### src/rtl/vec_sgt_pkg.sv
package vec_sgt_pkg;
  typedef enum logic [1:0] {
    LS_8   = 2'd0,
    LS_16  = 2'd1,
    LS_32  = 2'd2,
    LS_RSV = 2'd3
  } lane_size_e;

  typedef enum logic [1:0] {
    MD_64      = 2'd0,
    MD_128KEEP = 2'd1,
    MD_128ZERO = 2'd2,
    MD_256     = 2'd3
  } width_mode_e;

  localparam int NUM_SIZES = 3;
  localparam int MIN_LANE  = 8;
endpackage

### src/rtl/vec_sgt_lanes.sv
module vec_sgt_lanes #(
  parameter int DW = 128,
  parameter int LW = 8
) (
  input  logic [DW-1:0] a,
  input  logic [DW-1:0] b,
  output logic [DW-1:0] mask
);
  localparam int NL = DW / LW;

  for (genvar i = 0; i < NL; i++) begin : g_lane
    logic gt;
    assign gt = $signed(a[i*LW +: LW]) > $signed(b[i*LW +: LW]);
    assign mask[i*LW +: LW] = {LW{gt}};
  end

  always_comb begin
    for (int i = 0; i < NL; i++) begin
      if (a[i*LW +: LW] == b[i*LW +: LW]) begin

        eq_lane_zero_chk: assert (mask[i*LW +: LW] == '0);
      end
      if (a[i*LW +: LW] == {1'b1, {(LW-1){1'b0}}}) begin

        min_lane_zero_chk: assert (mask[i*LW +: LW] == '0);
      end
    end
  end
endmodule

### src/rtl/vec_sgt_half.sv
module vec_sgt_half
  import vec_sgt_pkg::*;
#(
  parameter int DW = 128
) (
  input  logic [DW-1:0] a,
  input  logic [DW-1:0] b,
  input  lane_size_e    size,
  output logic [DW-1:0] mask
);
  logic [DW-1:0] by_size [NUM_SIZES];

  for (genvar k = 0; k < NUM_SIZES; k++) begin : g_size
    vec_sgt_lanes #(.DW(DW), .LW(MIN_LANE << k)) u_lanes (
      .a    (a),
      .b    (b),
      .mask (by_size[k])
    );
  end

  always_comb begin
    case (size)
      LS_8:    mask = by_size[0];
      LS_16:   mask = by_size[1];
      LS_32:   mask = by_size[2];
      default: mask = '0;
    endcase
  end
endmodule

### src/rtl/vec_sgt_merge.sv
module vec_sgt_merge
  import vec_sgt_pkg::*;
#(
  parameter int VW     = 256,
  parameter int HALF   = 128,
  parameter int NARROW = 64
) (
  input  logic [VW-1:0] cmp,
  input  logic [VW-1:0] old,
  input  width_mode_e   mode,
  input  logic          rsv,
  output logic [VW-1:0] res
);
  always_comb begin
    res = cmp;
    case (mode)
      MD_64: begin
        res = old;
        res[NARROW-1:0] = cmp[NARROW-1:0];
      end
      MD_128KEEP: begin
        res = old;
        res[HALF-1:0] = cmp[HALF-1:0];
      end
      MD_128ZERO: begin
        res = '0;
        res[HALF-1:0] = cmp[HALF-1:0];
      end
      default: res = cmp;
    endcase
    if (rsv) res = '0;
  end
endmodule

### src/rtl/vec_sgt_cmp.sv
module vec_sgt_cmp
  import vec_sgt_pkg::*;
#(
  parameter int VW     = 256,
  parameter int HALF   = 128,
  parameter int NARROW = 64
) (
  input  logic          clk,
  input  logic          rst,
  input  logic          in_valid,
  input  logic [1:0]    lane_sel,
  input  logic [1:0]    mode_sel,
  input  logic          vlen_bit,
  input  logic [VW-1:0] old_dst,
  input  logic [VW-1:0] opa,
  input  logic [VW-1:0] opb,
  output logic          out_valid,
  output logic [VW-1:0] res,
  output logic          len_err,
  output logic          size_err
);
  localparam int NH = VW / HALF;

  lane_size_e  size;
  width_mode_e mode;
  logic [VW-1:0] cmp_all;
  logic [VW-1:0] merged;
  logic          rsv;
  logic          len_bad;

  assign size    = lane_size_e'(lane_sel);
  assign mode    = width_mode_e'(mode_sel);
  assign rsv     = (size == LS_RSV);
  assign len_bad = vlen_bit && (mode == MD_128KEEP || mode == MD_128ZERO);

  for (genvar h = 0; h < NH; h++) begin : g_half
    vec_sgt_half #(.DW(HALF)) u_half (
      .a    (opa[h*HALF +: HALF]),
      .b    (opb[h*HALF +: HALF]),
      .size (size),
      .mask (cmp_all[h*HALF +: HALF])
    );
  end

  vec_sgt_merge #(.VW(VW), .HALF(HALF), .NARROW(NARROW)) u_merge (
    .cmp  (cmp_all),
    .old  (old_dst),
    .mode (mode),
    .rsv  (rsv),
    .res  (merged)
  );

  always_ff @(posedge clk) begin
    if (rst) begin
      out_valid <= 1'b0;
      res       <= '0;
      len_err   <= 1'b0;
      size_err  <= 1'b0;
    end else begin
      out_valid <= in_valid;
      if (in_valid) begin
        res      <= merged;
        len_err  <= len_bad;
        size_err <= rsv;
      end
    end
  end


  valid_follow_chk: assert property (@(posedge clk) disable iff (rst)
    out_valid |-> $past(in_valid));


  rsv_zero_chk: assert property (@(posedge clk) disable iff (rst)
    (out_valid && size_err) |-> (res == '0));


  keep64_chk: assert property (@(posedge clk) disable iff (rst)
    (in_valid && mode_sel == 2'd0 && lane_sel != 2'd3)
      |=> (res[VW-1:NARROW] == $past(old_dst[VW-1:NARROW])));


  keep128_chk: assert property (@(posedge clk) disable iff (rst)
    (in_valid && mode_sel == 2'd1 && lane_sel != 2'd3)
      |=> (res[VW-1:HALF] == $past(old_dst[VW-1:HALF])));


  zero128_chk: assert property (@(posedge clk) disable iff (rst)
    (in_valid && mode_sel == 2'd2) |=> (res[VW-1:HALF] == '0));


  len_flag_chk: assert property (@(posedge clk) disable iff (rst)
    (in_valid && (mode_sel == 2'd0 || mode_sel == 2'd3)) |=> !len_err);
endmodule

### config.mk
export PLATFORM = sky130hd
export DESIGN_NAME = vec_sgt_cmp
export DESIGN_NICKNAME = d
export VERILOG_FILES = /design/src/rtl/vec_sgt_pkg.sv /design/src/rtl/vec_sgt_lanes.sv /design/src/rtl/vec_sgt_half.sv /design/src/rtl/vec_sgt_merge.sv /design/src/rtl/vec_sgt_cmp.sv
export SDC_FILE = /design/constraint.sdc
export NUM_CORES = 1
export LEC_CHECK = 0
export CAP_MARGIN = 40
export CELL_PAD_IN_SITES_DETAIL_PLACEMENT = 0
export CELL_PAD_IN_SITES_GLOBAL_PLACEMENT = 1
export CORE_AREA = 2 2 409 411
export DETAILED_ROUTE_END_ITERATION = 16
export DIE_AREA = 0 0 411 413
export PLACE_DENSITY = 0.63
export RECOVER_POWER = 100
export SKIP_CTS_REPAIR_TIMING = 1
export SLEW_MARGIN = 15
export SYNTH_ARGS = -nofsm -noshare
export SYNTH_HDL_FRONTEND = slang
export SYNTH_HIERARCHICAL = 1
export SYNTH_SLANG_ARGS = --single-unit
### constraint.sdc
create_clock -name clk -period 8 [get_ports clk]
set_clock_uncertainty 0.2 [all_clocks]
set_input_delay 1.6 -clock clk [delete_from_list [all_inputs] [get_ports clk]]
set_output_delay 1.6 -clock clk [all_outputs]
set_load 0.02 [all_outputs]
==> metrics.md <==
| Metric | Value |
|---|---|
| Area grow syn2layout | `16.4%` |
| Most used DFF post-synth | `dfxtp_1` |
| Worst hold stages | `2` |
| Most common cell after layout, fill and taps aside | `inv_1` |
| Synthesized flop and latch total | `259` |
| Initial antenna violation count | `56` |
| Clock transition at path regs | `0.05 ns` |
| Htree depth | `2` |
| End-of-flow core utilization | `0.305` |
| CP required | `8.29 ns` |
| Async SR Flop Fraction | `0` |
| Crit path buffers/inverters | `3` |
| Setup violators final | `0` |
| Worst EP arrival | `6.80 ns` |
| Most used cell, CP | `mux2i_1` |
| TritonCTS clock tree | `built` |
| Combinational share of power | `0.460` |
| Vias | `36900` |
| Yosys warnings | `6` |
| Top cell type's share of synthesized area | `0.221` |
| Hold crit path type | `reg -> reg` |
| R2R cell count | `2` |
| First-pass GRT wire length | `243 mm` |
| Net Count, Synth | `6914` |
| CTS max path bufs | `3` |
| Total power | `between 5 and 6 mW` |
| Post-Route Setup TNS | `0 ns` |
| Layout cells sized above 1 | `0.0297` |
| FMAX | `154 MHz` |
| Post-synth EDFFs | `0` |
| Clock power share | `0.305` |
| Largest net degree at the start of global routing | `128` |
| Slew Limit Fails | `195` |
| Core Area | `166000 µm²` |
| Max incr delay on CP | `1.68 ns` |
| Port-buffer cells | `between 900 and 1000` |
| Final period util | `0.813` |
| Hpwl dp | `approximately 140 mm` |
| Routed wire per std cell | `21.9 µm` |
| Routed Antenna Nets | `0` |
| Final net count | `7004` |
| Sw Share | `0.386` |
| CP max stage cell | `mux2i_1` |
| Vias/cell | `about 4.8` |
| CP top delay family | `multiplexers` |
| Site row count | `150` |
| Synthesized instance count | `around 5400` |
| Outcome | `complete, but fails checks` |
| Max Cap Viol | `5` |
| Worst Path Max Fanout | `14` |
| Worst-skew pair later-pin latency | `0.61 ns` |
| P_leak | `24.8 nW` |
| Remaining DRCs | `0` |
| Pwr Density | `119 nW/µm²` |
| Overall Global Routing Usage | `0.190` |
| Kind of start point of the critical path | `input port` |
| Slew margin rel. | `-1.68` |
| Crit Path Class | `in -> reg` |
| Number of clock sinks | `259` |
| IO Pins | `between 1000 and 1500` |
| Final hold violation count | `0` |
| Worst Tran Pin Value | `4.02 ns` |
| VDD IR-drop max | `141 µV` |
| Number of global-route vias before repair | `36200` |
| Seq pwr share | `0.235` |
| Initial Utilization | `0.262` |
| Avg Inst Size Synth | `8.09 µm²` |
| Yosys cell types | `54` |
| Seq/Total Area, Yosys | `0.119` |
| Internal | `3.69 mW` |
| Post-Route WL | `approximately 170 mm` |
| DR iter-0 viols | `2260` |
| CTS Buf Count | `41` |
| Sw Pwr | `2.31 mW` |
| Die W | `between 400 and 500 µm` |
| Commonest non-fill, non-tap cells in the layout | `796 x inv_1, 768 x ha_1, 697 x clkdlybuf4s50_1` |
| Root Driver | `clkbuf_16` |
| Area leader, netlist | `ha_1` |
| Synthesized cell area | `43400 µm²` |
| Remaining global-route overflow | `0` |
| CP endpoint kind | `flop` |
| DRT Pass-1 Iters | `5` |
| Die Span Y | `413 µm` |
| Top post-synthesis cells by area | `ha_1 22%, buf_4 13%, mux2i_1 12%` |
| Tmin final | `6.51 ns` |
| GP Congestion | `0.927` |
| DIE AREA | `170000 µm²` |
| RSZ-0062 raised after global routing | `no` |
| Failing checks | `capacitance limit, slew limit` |
| Levels on crit path | `15` |
| Critical-path cell list | `dlygate4sd3_1, inv_1, ha_1, nand4_1, nor4_1, a21boi_0, o31ai_1, o2111ai_1, mux2i_1, clkbuf_1, mux2i_1, o2bb2ai_1, a32o_1, mux2i_1, nor2_1` |
-- metal layers --
metal,vias up,share of wire,GRT usage
li1,18400,-,-
met1,17200,0.42,0.226
met2,1001,0.47,0.324
met3,234,0.081,0.0570
met4,50,0.033,0.0613
met5,-,0.0018,0
-- power by group through the flow --
stage               Combinational, mW  Sequential (mW)  Clock (mW)
floorplan                        2.29             1.53           0
global placement                 2.76             1.44           0
detailed placement               2.81             1.44           0
CTS                              2.82             1.41        1.91
global route                     3.06             1.42        1.95
finish                           2.76             1.41        1.83
-- stage by stage --
step | hold WS (ns) | cell area [µm²] | instances | setup slack [ns]
floorplan | 0.347 | 43400 | 5370 | 2.80
global placement | 0.265 | 49100 | 7603 | 1.65
detailed placement | 0.272 | 49300 | 7620 | 1.63
CTS | 0.280 | 50600 | 7694 | 2.28
global route | 0.305 | 50600 | 7710 | 1.12
finish | 0.277 | 50600 | 7719 | 1.49
-- registers in the layout, indices dropped and copies added, names as in the netlist --
name       flops
len_err        1
size_err       1
out_valid      1
res          256
-- cell families after synthesis --
| family | count (synthesis) | synth area share |
|---|---|---|
| buffers and inverters | 1790 | 0.240 |
| DFF | 259 | 0.119 |
| xor gates and xnor gates | 1 | 0.000202 |
| and+or+nand+nor | 888 | 0.107 |
| adders and majority gates | 768 | 0.221 |
| AOI/OAI and AO/OA | 1144 | 0.192 |
| muxes | 520 | 0.120 |
-- cell usage after synthesis (8+ instances only) --
| cell | count |
|---|---|
| a2111oi_0 | 18 |
| a2111oi_2 | 14 |
| a211oi_1 | 16 |
| a21o_1 | 82 |
| a21oi_1 | 306 |
| a221o_1 | 8 |
| a32o_1 | 127 |
| a41o_1 | 22 |
| buf_12 | 26 |
| buf_2 | 70 |
| buf_4 | 779 |
| buf_6 | 37 |
| clkbuf_1 | 76 |
| dfxtp_1 | 259 |
| ha_1 | 768 |
| inv_1 | 796 |
| mux2i_1 | 520 |
| nand2_1 | 117 |
| nand3_1 | 68 |
| nand4_1 | 132 |
| nor2_1 | 300 |
| nor2b_1 | 141 |
| nor4_1 | 24 |
| nor4b_1 | 22 |
| o211ai_1 | 32 |
| o21a_1 | 38 |
| o21ai_0 | 138 |
| o22ai_1 | 8 |
| o2bb2ai_1 | 256 |
| o31a_1 | 16 |
| o31ai_1 | 23 |
| or3b_1 | 65 |
-- final cells by class --
class / instances / area (µm²)
flip-flops and latches: 259 / 5180
diodes: 24 / 60.1
clock buffers: 58 / 1180
repair buffers: 1040 / 10400
multi-input cells: 3321 / 27900
well taps: 2204 / 2760
inverters: 797 / 2990
fillers: 17800 / 115000
clock inverters: 16 / 138
-- worst min-delay path: stages (launching register included) --
cell,delay [ns]
dfxtp_1,0.30
nand2b_1,0.07
a21oi_1,0.06
-- path summary, 6_finish.rpt --
kind	start	slack, ns	endpoint
setup reg to reg	len_err	6.96	len_err
hold / removal	size_err	0.28	size_err
hold reg to reg	size_err	0.28	size_err
setup / recovery	opb[141]	1.49	res[147]
Power figures use the tool's default switching activity.
